$ cat config.mk
export PLATFORM = sky130hd
export DESIGN_NAME = modem_line_watch
export DESIGN_NICKNAME = d
export VERILOG_FILES = /design/src/rtl/modem_line_watch.sv
export SDC_FILE = /design/constraint.sdc
export NUM_CORES = 1
export LEC_CHECK = 0
export ABC_AREA = 0
export BUFFER_PORTS_ARGS = -buffer_cell sky130_fd_sc_hd__buf_2
export CORE_ASPECT_RATIO = 0.9
export CORE_MARGIN = 3
export CORE_UTILIZATION = 44
export CTS_CLUSTER_SIZE = 8
export DETAILED_ROUTE_END_ITERATION = 8
export HOLD_SLACK_MARGIN = 0.08
export PLACE_DENSITY = 0.77
export SETUP_SLACK_MARGIN = 0.02
export SYNTH_ARGS = -nofsm -noshare
export SYNTH_HDL_FRONTEND = slang
export SYNTH_SLANG_ARGS = --single-unit
export TNS_END_PERCENT = 1
$ cat constraint.sdc
create_clock -name clk -period 1.05 [get_ports clk]
set_input_delay 0.21 -clock clk [delete_from_list [all_inputs] [get_ports clk]]
set_output_delay 0.21 -clock clk [all_outputs]
set_load 0.01 [all_outputs]
$ cat src/rtl/modem_line_watch.sv
module modem_line_watch #(
  parameter int SYNC_STAGES = 2
) (
  input  logic       clk,
  input  logic       rst_n,
  input  logic       ri_in,
  input  logic       cts_in,
  input  logic       dcd_in,
  input  logic       dsr_in,
  input  logic       stat_re,
  output logic [5:0] stat_rdata,
  input  logic       ctl_we,
  input  logic [6:0] ctl_wdata,
  output logic [6:0] ctl_rdata,
  output logic       rts_n,
  output logic       dtr_n,
  output logic       loop_en,
  output logic       chg_irq
);
  localparam int NLINE  = 4;
  localparam int CTL_W  = 7;
  localparam int L_CTS  = 1;
  localparam int L_DCD  = 2;
  localparam int C_RTS  = 0;
  localparam int C_DTR  = 1;
  localparam int C_LOOP = 2;
  localparam int C_CIE  = 3;
  localparam int C_DIE  = 4;
  localparam int C_CANY = 5;
  localparam int C_DANY = 6;

  logic [NLINE-1:0] raw, lvl, prev_q, delta, rise;
  logic [CTL_W-1:0] ctl_q;
  logic             cts_pend, dcd_pend, cts_hit, dcd_hit;

  assign raw = {dsr_in, dcd_in, cts_in, ri_in};

  for (genvar i = 0; i < NLINE; i++) begin : g_sync
    logic [SYNC_STAGES-1:0] chain;
    always_ff @(posedge clk or negedge rst_n)
      if (!rst_n) chain <= '0;
      else        chain <= {chain[SYNC_STAGES-2:0], raw[i]};
    assign lvl[i] = chain[SYNC_STAGES-1];
  end

  always_ff @(posedge clk or negedge rst_n)
    if (!rst_n) prev_q <= '0;
    else        prev_q <= lvl;

  assign delta   = lvl ^ prev_q;
  assign rise    = lvl & ~prev_q;
  assign cts_hit = ctl_q[C_CANY] ? delta[L_CTS] : rise[L_CTS];
  assign dcd_hit = ctl_q[C_DANY] ? delta[L_DCD] : rise[L_DCD];

  always_ff @(posedge clk or negedge rst_n)
    if (!rst_n) begin
      cts_pend <= 1'b0;
      dcd_pend <= 1'b0;
    end else begin
      cts_pend <= (cts_pend & ~stat_re) | cts_hit;
      dcd_pend <= (dcd_pend & ~stat_re) | dcd_hit;
    end

  always_ff @(posedge clk or negedge rst_n)
    if (!rst_n)      ctl_q <= '0;
    else if (ctl_we) ctl_q <= ctl_wdata;

  assign stat_rdata = {dcd_pend, cts_pend, lvl};
  assign ctl_rdata  = ctl_q;
  assign rts_n      = ~ctl_q[C_RTS];
  assign dtr_n      = ~ctl_q[C_DTR];
  assign loop_en    = ctl_q[C_LOOP];
  assign chg_irq    = (cts_pend & ctl_q[C_CIE]) | (dcd_pend & ctl_q[C_DIE]);

  assert_read_clears_R5: assert property (@(posedge clk) disable iff (!rst_n)
    (stat_re && !cts_hit && !dcd_hit) |=> (!cts_pend && !dcd_pend));

  assert_pend_holds_R8: assert property (@(posedge clk) disable iff (!rst_n)
    (!stat_re && cts_pend) |=> cts_pend);

  assert_pend_needs_change_R4: assert property (@(posedge clk) disable iff (!rst_n)
    $rose(dcd_pend) |-> $past(lvl[L_DCD] != prev_q[L_DCD]));

  assert_both_edges_R3: assert property (@(posedge clk) disable iff (!rst_n)
    (ctl_q[C_CANY] && lvl[L_CTS] != prev_q[L_CTS]) |=> cts_pend);

  assert_ctl_stable_R10: assert property (@(posedge clk) disable iff (!rst_n)
    !ctl_we |=> $stable(ctl_rdata));
endmodule

==> results.yml, run 1 <==
status:
  status: "finished with violations"
  violations: "negative setup slack"
power:
  pwr_density_cell_nw_per_um2: 1510
  ir_drop_mv: 0.841
  finalPower_mw: 1.45
  cellLeakagePower_nw: 0.509
placed_design:
  port_buffers: 31
  gp_congestion: 0.650
detailed_routing:
  drcViolationCount: 0
  vias: 462
  drt_pre_antenna_iters: 2
  routedWlPerCell_um: 12.1
  routed_via_density: 4.32
  drt_iter0_drc: 5
  ant_nets: 0
  drt-total-wl_mm: 1.30
sta:
  fin_crit_sh_pct: 119
  period_needed_ps: 1250
  setup_viol: 11
  rsz0062_at_grt: "true"
  maxSlewHeadroom_pct: 74.0
  tns_ps: -416
  fmax_mhz: 802
  hold_violations: 0
  fin_skew_ps: 4.04
  worst_pin_slew_ps: 390
  final_max_slew_viol_count: 0
  fin_ws_ps: -197
floorplan:
  die_w_um: 48.7
  io_pins: 32
  die_y_um: 44.4
  core_area_um2: 1500
  initial_core_util_pct: 48.2
  rows: 13
  dieArea_um2: 2160
synth:
  synth_area_leaders: "dfrtp_1 66%, mux2_4 10%, buf_4 7.3%"
  syn-cell-area_um2: 721
  synth_ff_type: "dfrtp_1"
  yosysSeqAreaShare_pct: 66.0
  ys_ff_latch: 19
  synth-async-reset-ratio_pct: 100
  syn_area_per_cell_um2: 14.1
  synth_cell_types: 12
  synthesis.nets: 68
  yosysTopAreaCellShare_pct: 66.0
  netlist_instances: 51
  synth_most_common_cell: "dfrtp_1"
  synth_commonest_cells: "19 x dfrtp_1, 7 x buf_4, 6 x inv_1"
  synth_edf_count: 0
  yosysTopAreaCell: "dfrtp_1"
  yosys_warnings: 0
worst_hold_path:
  hold_class: "primary input to flip-flop"
  hold_depth: 3
global_routing:
  overflow: 0
  grt_use_met1_pct: 15.6
  met2_usage_pct: 25.5
  met3_usage_pct: 3.70
  first_global_vias: 462
  grt_max_degree: 20
  antenna_found_initial: 0
  gr-max-usage-layer: "met2"
  grt_pass1_wl_mm: 2.13
  grt.total_usage_pct: 13.8
critical_path:
  required_ps: 840
  worstPathMaxFanout: 3
  reg2reg_setup_slack_ps: 30
  startpoint: "dcd_pend"
  crit_path_end: "chg_irq"
  cp-start-kind: "flip-flop"
  critPathCaptureType: "output port"
  crit_type: "flip-flop to output port"
  r2r_end: "cts_pend"
  reg2reg_depth: 3
  cp_data_arrival_time_ps: 1040
  r2r_start: "g_sync[1].chain[1]"
final_layout:
  utilization_pct: 64.1
  drive_gt1_share_pct: 50.6
  multi_input_area_um2: 159
  syn_to_final_growth_pct: 33.2
  fill_cells: 128
  design.final.nets: 103
  antenna_cells: 0
  ff_latch_area_um2: 475
clocking:
  tritoncts: "built"
  cts_made_buffers: 3
  clock_sinks: 19
  clock_latency_ps: 280
  clk_pin_slew_worst_paths_ps: 100
  h-tree-depth: 1
  cts_max_path_buffers: 2
  cts-root-buf: "clkbuf_4"
job:
  max-cap-violations: 0
## flip-flops by register name, summed over array words and instances, names as in the netlist
register / count
ctl_rdata: 7
cts_pend: 1
dcd_pend: 1
g_sync.chain: 8
prev_q: 2
## routing by layer
metal  part of all wire [%]  wire [um]  vias up
met5                      0          0        -
met4                   0.39          5        0
met3                    7.5         97        2
met2                     53        689       20
met1                     39        504      215
li1                       -          -      225
## critical path, stage by stage (launching register included)
cell,delay [ps]
dfrtp_1,410
a22o_1,200
buf_2,140
## cell type report
| type | instances | area share, % |
|---|---|---|
| well taps | 22 | 2.87 |
| clock buffers | 4 | 2.74 |
| repair buffers | 38 | 25.9 |
| inverters | 6 | 2.35 |
| flip-flops and latches | 19 | 49.5 |
| multi-input cells | 18 | 16.6 |
## logic make-up after synthesis
group	count (synthesis)	share of synthesized area [%]
compound gates	5	4.34
flops	19	66.0
mux	5	10.4
simple gates	6	3.82
buf+inv	14	12.0
fa+ha+maj	2	3.47
## how the worst min path moves through the flow
stage,start,to,slack (ps)
2_1_floorplan,rst_n,ctl_rdata[0],-90
3_3_place_gp,rst_n,g_sync[2].chain[0],160
3_5_place_dp,rst_n,g_sync[3].chain[0],160
4_1_cts,stat_re,cts_pend,120
5_1_grt,stat_re,dcd_pend,130
6_report,ctl_wdata[1],ctl_rdata[1],130
## report_power, final
group | internal [mW] | switching, mW
registers | 0.789 | 0.0364
logic | 0.157 | 0.118
clock network | 0.147 | 0.205
## through the flow
step / setup slack (ps) / area, um2 / instances / hold WS [ps]
detailed placement: 18.7 / 840 / 96 / 160
global route: -252 / 960 / 107 / 127
CTS: -204 / 947 / 107 / 123
global placement: 68.3 / 840 / 96 / 156
finish: -197 / 960 / 107 / 128
floorplan: 79.4 / 721 / 51 / -85.6
## placed cells by master (no fill, tap or decap), types with 3 or more instances in the layout
cell and n:
inv_1 4, buf_2 27, mux2_4 5, buf_6 5, dfrtp_1 19, dlygate4sd3_1 5, clkbuf_4 3
## what timing repair did
| item | 4_1_cts | 5_1_grt |
|---|---|---|
| hold buffers | 5 | 0 |
| hold endpoints to repair | 23 | 0 |
| pin swaps | 4 | 0 |
| setup buffers | 2 | 0 |
| gates resized for setup | 3 | 4 |
| endpoints found under the setup margin | 17 | 19 |
Note: power is estimated with default switching activity, not from simulation.
==> inputs of run 2 (changes only) <==
CORE_UTILIZATION = 40   (was 44)
PLACE_DENSITY = 0.72   (was 0.77)
SKIP_LAST_GASP = 1   (was unset)
==> run 2 against run 1 <==
Compared with the run above:
- the run still ends with negative setup slack left
- die area is 8.7% higher
- cell area down 2.1%
- maximum frequency increased by 0.69%
- combinational power fell by 7%
- first-iteration DRC count unchanged
- clock skew grew 1.5 ps
- critical path type unchanged
- critical endpoint unchanged
==> results.yml, run 2 (synthesized netlist as in run 1, its figures left out) <==
status:
  status: "finished with violations"
  violations: "negative setup slack"
sta:
  final_max_slew_viol_count: 0
  worst_pin_slew_ps: 407
  rsz0062_at_grt: "true"
  hold_ws_ps: 121
  setup_viol: 9
  hold_violations: 0
  fmax_mhz: 808
  maxSlewHeadroom_pct: 72.9
  period_needed_ps: 1240
  fin_ws_ps: -188
  fin_skew_ps: 5.53
  fin_crit_sh_pct: 118
floorplan:
  initial_core_util_pct: 46.2
  io_pins: 32
  die_y_um: 46.3
  rows: 13
  die_w_um: 50.7
  core_area_um2: 1560
  dieArea_um2: 2350
power:
  cellLeakagePower_nw: 0.508
  ir_drop_mv: 0.922
  pwr_density_cell_nw_per_um2: 1520
  finalPower_mw: 1.43
placed_design:
  dp_hpwl_um: 893
  port_buffers: 31
  gp_congestion: 0.615
  post_dp_cell_area_um2: 840
clocking:
  clock_latency_ps: 290
  cts-resized-gates: 0
  clk_pin_slew_worst_paths_ps: 100
  clock_sinks: 19
  tritoncts: "built"
  h-tree-depth: 1
  cts-root-buf: "clkbuf_4"
  cts_made_buffers: 3
  cts_max_path_buffers: 2
global_routing:
  grt.total_usage_pct: 12.4
  overflow: 0
  antenna_found_initial: 0
  grt_pass1_wl_mm: 2.10
  grt_max_degree: 20
  first_global_vias: 500
final_layout:
  final_common_cell: "buf_2"
  finalInstanceArea_um2: 940
  design.final.nets: 104
  largest_register_ffs: 8
  utilization_pct: 60.2
  syn_to_final_growth_pct: 30.4
  top_register: "g_sync.chain"
  antenna_cells: 0
  mostFrequentLayoutCells: "31 x buf_2, 19 x dfrtp_1, 6 x inv_1, 5 x mux2_4, 5 x dlygate4sd3_1"
  drive_gt1_share_pct: 50.0
critical_path:
  critPathCaptureType: "output port"
  cp_data_arrival_time_ps: 1030
  worstPathMaxFanout: 2
  crit_type: "flip-flop to output port"
  reg2reg_setup_slack_ps: 30
  required_ps: 840
  cp-start-kind: "flip-flop"
detailed_routing:
  route.met3.wl_um: 100
  drt-total-wl_mm: 1.22
  drt_pre_antenna_iters: 2
  drcViolationCount: 0
  top_layer: "met3"
  routed_via_density: 4.32
  ant_nets: 0
  vias: 467
  route.met2.wl_um: 644
  met1_length_um: 475
  routedWlPerCell_um: 11.3
  drt_iter0_drc: 5
job:
  max-cap-violations: 0
worst_hold_path:
  hold_class: "primary input to flip-flop"
-- run 2: cell types whose count changed in the layout (fill, tap and decap cells not counted) --
cell / before / now
inv_1: 4 / 6
buf_4: 1 / 3
clkbuf_1: 1 / 0
buf_2: 27 / 31
buf_6: 5 / 0
clkinv_2: 0 / 1
inv_2: 2 / 0
-- run 2: metrics by stage --
stage	TNS (ps)	setup WS, ps	instances
floorplan	0	79.4	51
global placement	0	66.9	96
detailed placement	0	38.9	96
CTS	-792	-204	108
global route	-1310	-239	108
finish	-602	-188	108
-- run 2: routing by layer --
layer | vias to the layer above | GRT usage (%)
met5 | - | 0
met4 | 0 | 4.84
met3 | 0 | 3.24
met2 | 22 | 22.1
met1 | 220 | 14.4
li1 | 225 | -
-- run 2: worst paths after layout --
check / startpoint / end / cells after the start
min reg2reg: g_sync[0].chain[0] / g_sync[0].chain[1] / 0
max reg2reg: g_sync[2].chain[1] / dcd_pend / 3
min: stat_re / cts_pend / 2
min in group asynchronous: rst_n / ctl_rdata[1] / 2
max in group asynchronous: rst_n / ctl_rdata[3] / 2
max: ctl_rdata[3] / chg_irq / 2
-- run 2: final cells by class --
type	instances	area, um2
clock buffer	3	22.5
clock inverter	1	5.00
fill	140	622
inverter	6	22.5
multi-input combinational	18	159
sequential	19	475
tap	22	27.5
timing repair buffer	39	228
-- run 2: worst max-delay path, cell delays in order (launching register included) --
cell,delay (ps)
dfrtp_1,390
a22o_1,220
buf_2,130
-- run 2: timing repair --
action                                  CTS  global route
buffers inserted                          3             0
endpoints found under the setup margin   17            18
hold endpoints to repair                 23             0
hold buffers                              5             0
-- run 2: power by group --
part           internal [mW]  switching, mW
Clock                  0.141          0.206
Sequential             0.788         0.0333
Combinational          0.142          0.115
Total                   1.07          0.354
==> inputs of run 3 (changes only) <==
CORE_MARGIN = 5   (was 3)
==> run 3 against run 2 <==
Compared with the run above:
- critical endpoint unchanged
- critical path type unchanged
- combinational power fell by 3%
- total power decreased by 0.75%
- the run still ends with negative setup slack left
- clock power fell by 1%
- die area rose by 17%
- worst setup slack better by 2.0 ps
==> results.yml, run 3 (synthesized netlist as in run 1, its figures left out) <==
status:
  status: "finished with violations"
  violations: "negative setup slack"
clocking:
  clock_latency_ps: 280
  h-tree-depth: 1
  cts_made_buffers: 3
  cts_max_path_buffers: 2
  clock_sinks: 19
  cts-root-buf: "clkbuf_4"
  clk_pin_slew_worst_paths_ps: 90
  tritoncts: "built"
  cts-resized-gates: 0
detailed_routing:
  ant_nets: 0
  drt-total-wl_mm: 1.27
  routedWlPerCell_um: 11.6
  drt_pre_antenna_iters: 2
  vias: 460
  drcViolationCount: 0
  routed_via_density: 4.22
  drt_iter0_drc: 1
global_routing:
  grt_max_degree: 20
  first_global_vias: 483
  grt.total_usage_pct: 11.1
  antenna_found_initial: 0
  grt_pass1_wl_mm: 2.10
  overflow: 0
critical_path:
  slowest_stage: "dfrtp_1"
  cp-start-kind: "flip-flop"
  crit_type: "flip-flop to output port"
  critPathCaptureType: "output port"
  worstPathMaxFanout: 2
  path_cells: "a22o_1 -> buf_2"
  reg2reg_depth: 3
  required_ps: 840
  crit_path_max_incr_delay_ps: 390
  r2r_start: "g_sync[2].chain[1]"
  reg2reg_setup_slack_ps: 20
  r2r_end: "dcd_pend"
  cp_data_arrival_time_ps: 1030
floorplan:
  core_area_um2: 1700
  die_y_um: 50.3
  dieArea_um2: 2750
  io_pins: 32
  initial_core_util_pct: 42.4
  die_w_um: 54.7
  rows: 14
final_layout:
  syn_to_final_growth_pct: 29.5
  drive_gt1_share_pct: 48.2
  design.final.nets: 103
  final_common_cell: "buf_2"
  mostFrequentLayoutCells: "31 x buf_2, 19 x dfrtp_1, 6 x inv_1, 5 x mux2_4, 5 x dlygate4sd3_1"
  antenna_cells: 0
  stdcell_count: 109
  utilization_pct: 54.9
  largest_register_ffs: 8
  top_register: "g_sync.chain"
power:
  cellLeakagePower_nw: 0.500
  pwr_density_cell_nw_per_um2: 1520
  p_sw_mw: 0.344
  p_int_mw: 1.07
  ir_drop_mv: 1.05
  p_clk_share_pct: 24.3
  p_sw_share_pct: 24.3
  p_seq_share_pct: 58.1
  pwr-share-comb_pct: 17.7
sta:
  setup_viol: 8
  fmax_mhz: 809
  fin_ws_ps: -186
  final_max_slew_viol_count: 0
  period_needed_ps: 1240
  fin_skew_ps: 0.807
  maxSlewHeadroom_pct: 73.4
  fin_crit_sh_pct: 118
  tns_ps: -488
  rsz0062_at_grt: "true"
  hold_violations: 0
  worst_pin_slew_ps: 399
job:
  max-cap-violations: 0
worst_hold_path:
  hold_end: "ctl_rdata[1]"
  hold_class: "primary input to flip-flop"
  min_from: "ctl_wdata[1]"
  hold_depth: 3
placed_design:
  gp_congestion: 0.649
  dpl.cell_count: 98
  dp_hpwl_um: 980
  port_buffers: 31
-- run 3: power by group through the flow --
| stage | clock network, mW | logic, mW | registers [mW] |
|---|---|---|---|
| final | 0.343 | 0.250 | 0.822 |
| after global placement | 0 | 0.218 | 0.837 |
| after detailed placement | 0 | 0.225 | 0.841 |
| after CTS | 0.361 | 0.256 | 0.823 |
| after floorplan | 0 | 0.133 | 0.846 |
| after global routing | 0.402 | 0.279 | 0.831 |
-- run 3: final cells by class --
| cell class | count | area [um2] |
|---|---|---|
| Clock buffer | 4 | 26.3 |
| Fill cell | 160 | 766 |
| Inverter | 6 | 22.5 |
| Multi-Input combinational cell | 18 | 159 |
| Sequential cell | 19 | 475 |
| Tap cell | 24 | 30.0 |
| Timing Repair Buffer | 38 | 220 |
-- run 3: metal layers --
layer,GRT usage [%],vias to the layer above,routed length [um]
li1,-,225,-
met1,12.5,212,527
met2,17.3,20,627
met3,6.21,3,106
met4,3.73,0,8
met5,0,-,0
-- run 3: timing repair --
item | 4_1_cts | 5_1_grt
setup endpoints to repair | 16 | 19
hold endpoints to repair | 23 | 0
gates cloned | 0 | 0
buffers inserted | 2 | 0
hold buffers | 5 | 0
-- run 3: critical path, delay by kind of cell (launching register included) --
kind                   cells  cell delay [ps]
buffers and inverters      1              130
DFF                        1              390
AOI/OAI and AO/OA          1              220
-- run 3: worst max path at each step --
stage | from | end | slack (ps)
6_report | ctl_rdata[3] | chg_irq | -190
5_1_grt | ctl_rdata[3] | chg_irq | -250
4_1_cts | ctl_rdata[3] | chg_irq | -200
3_5_place_dp | g_sync[2].chain[1] | dcd_pend | 40
3_3_place_gp | g_sync[2].chain[1] | dcd_pend | 70
2_1_floorplan | g_sync[2].chain[1] | dcd_pend | 80
-- run 3: through the flow --
stage	hold slack [ps]	power (mW)	setup slack [ps]	area [um2]
2_1_floorplan	-85.6	0.979	79.4	721
3_3_place_gp	157	1.06	67.5	842
3_5_place_dp	166	1.07	37.4	842
4_1_cts	113	1.44	-201	933
5_1_grt	105	1.51	-252	933
6_report	120	1.42	-186	933
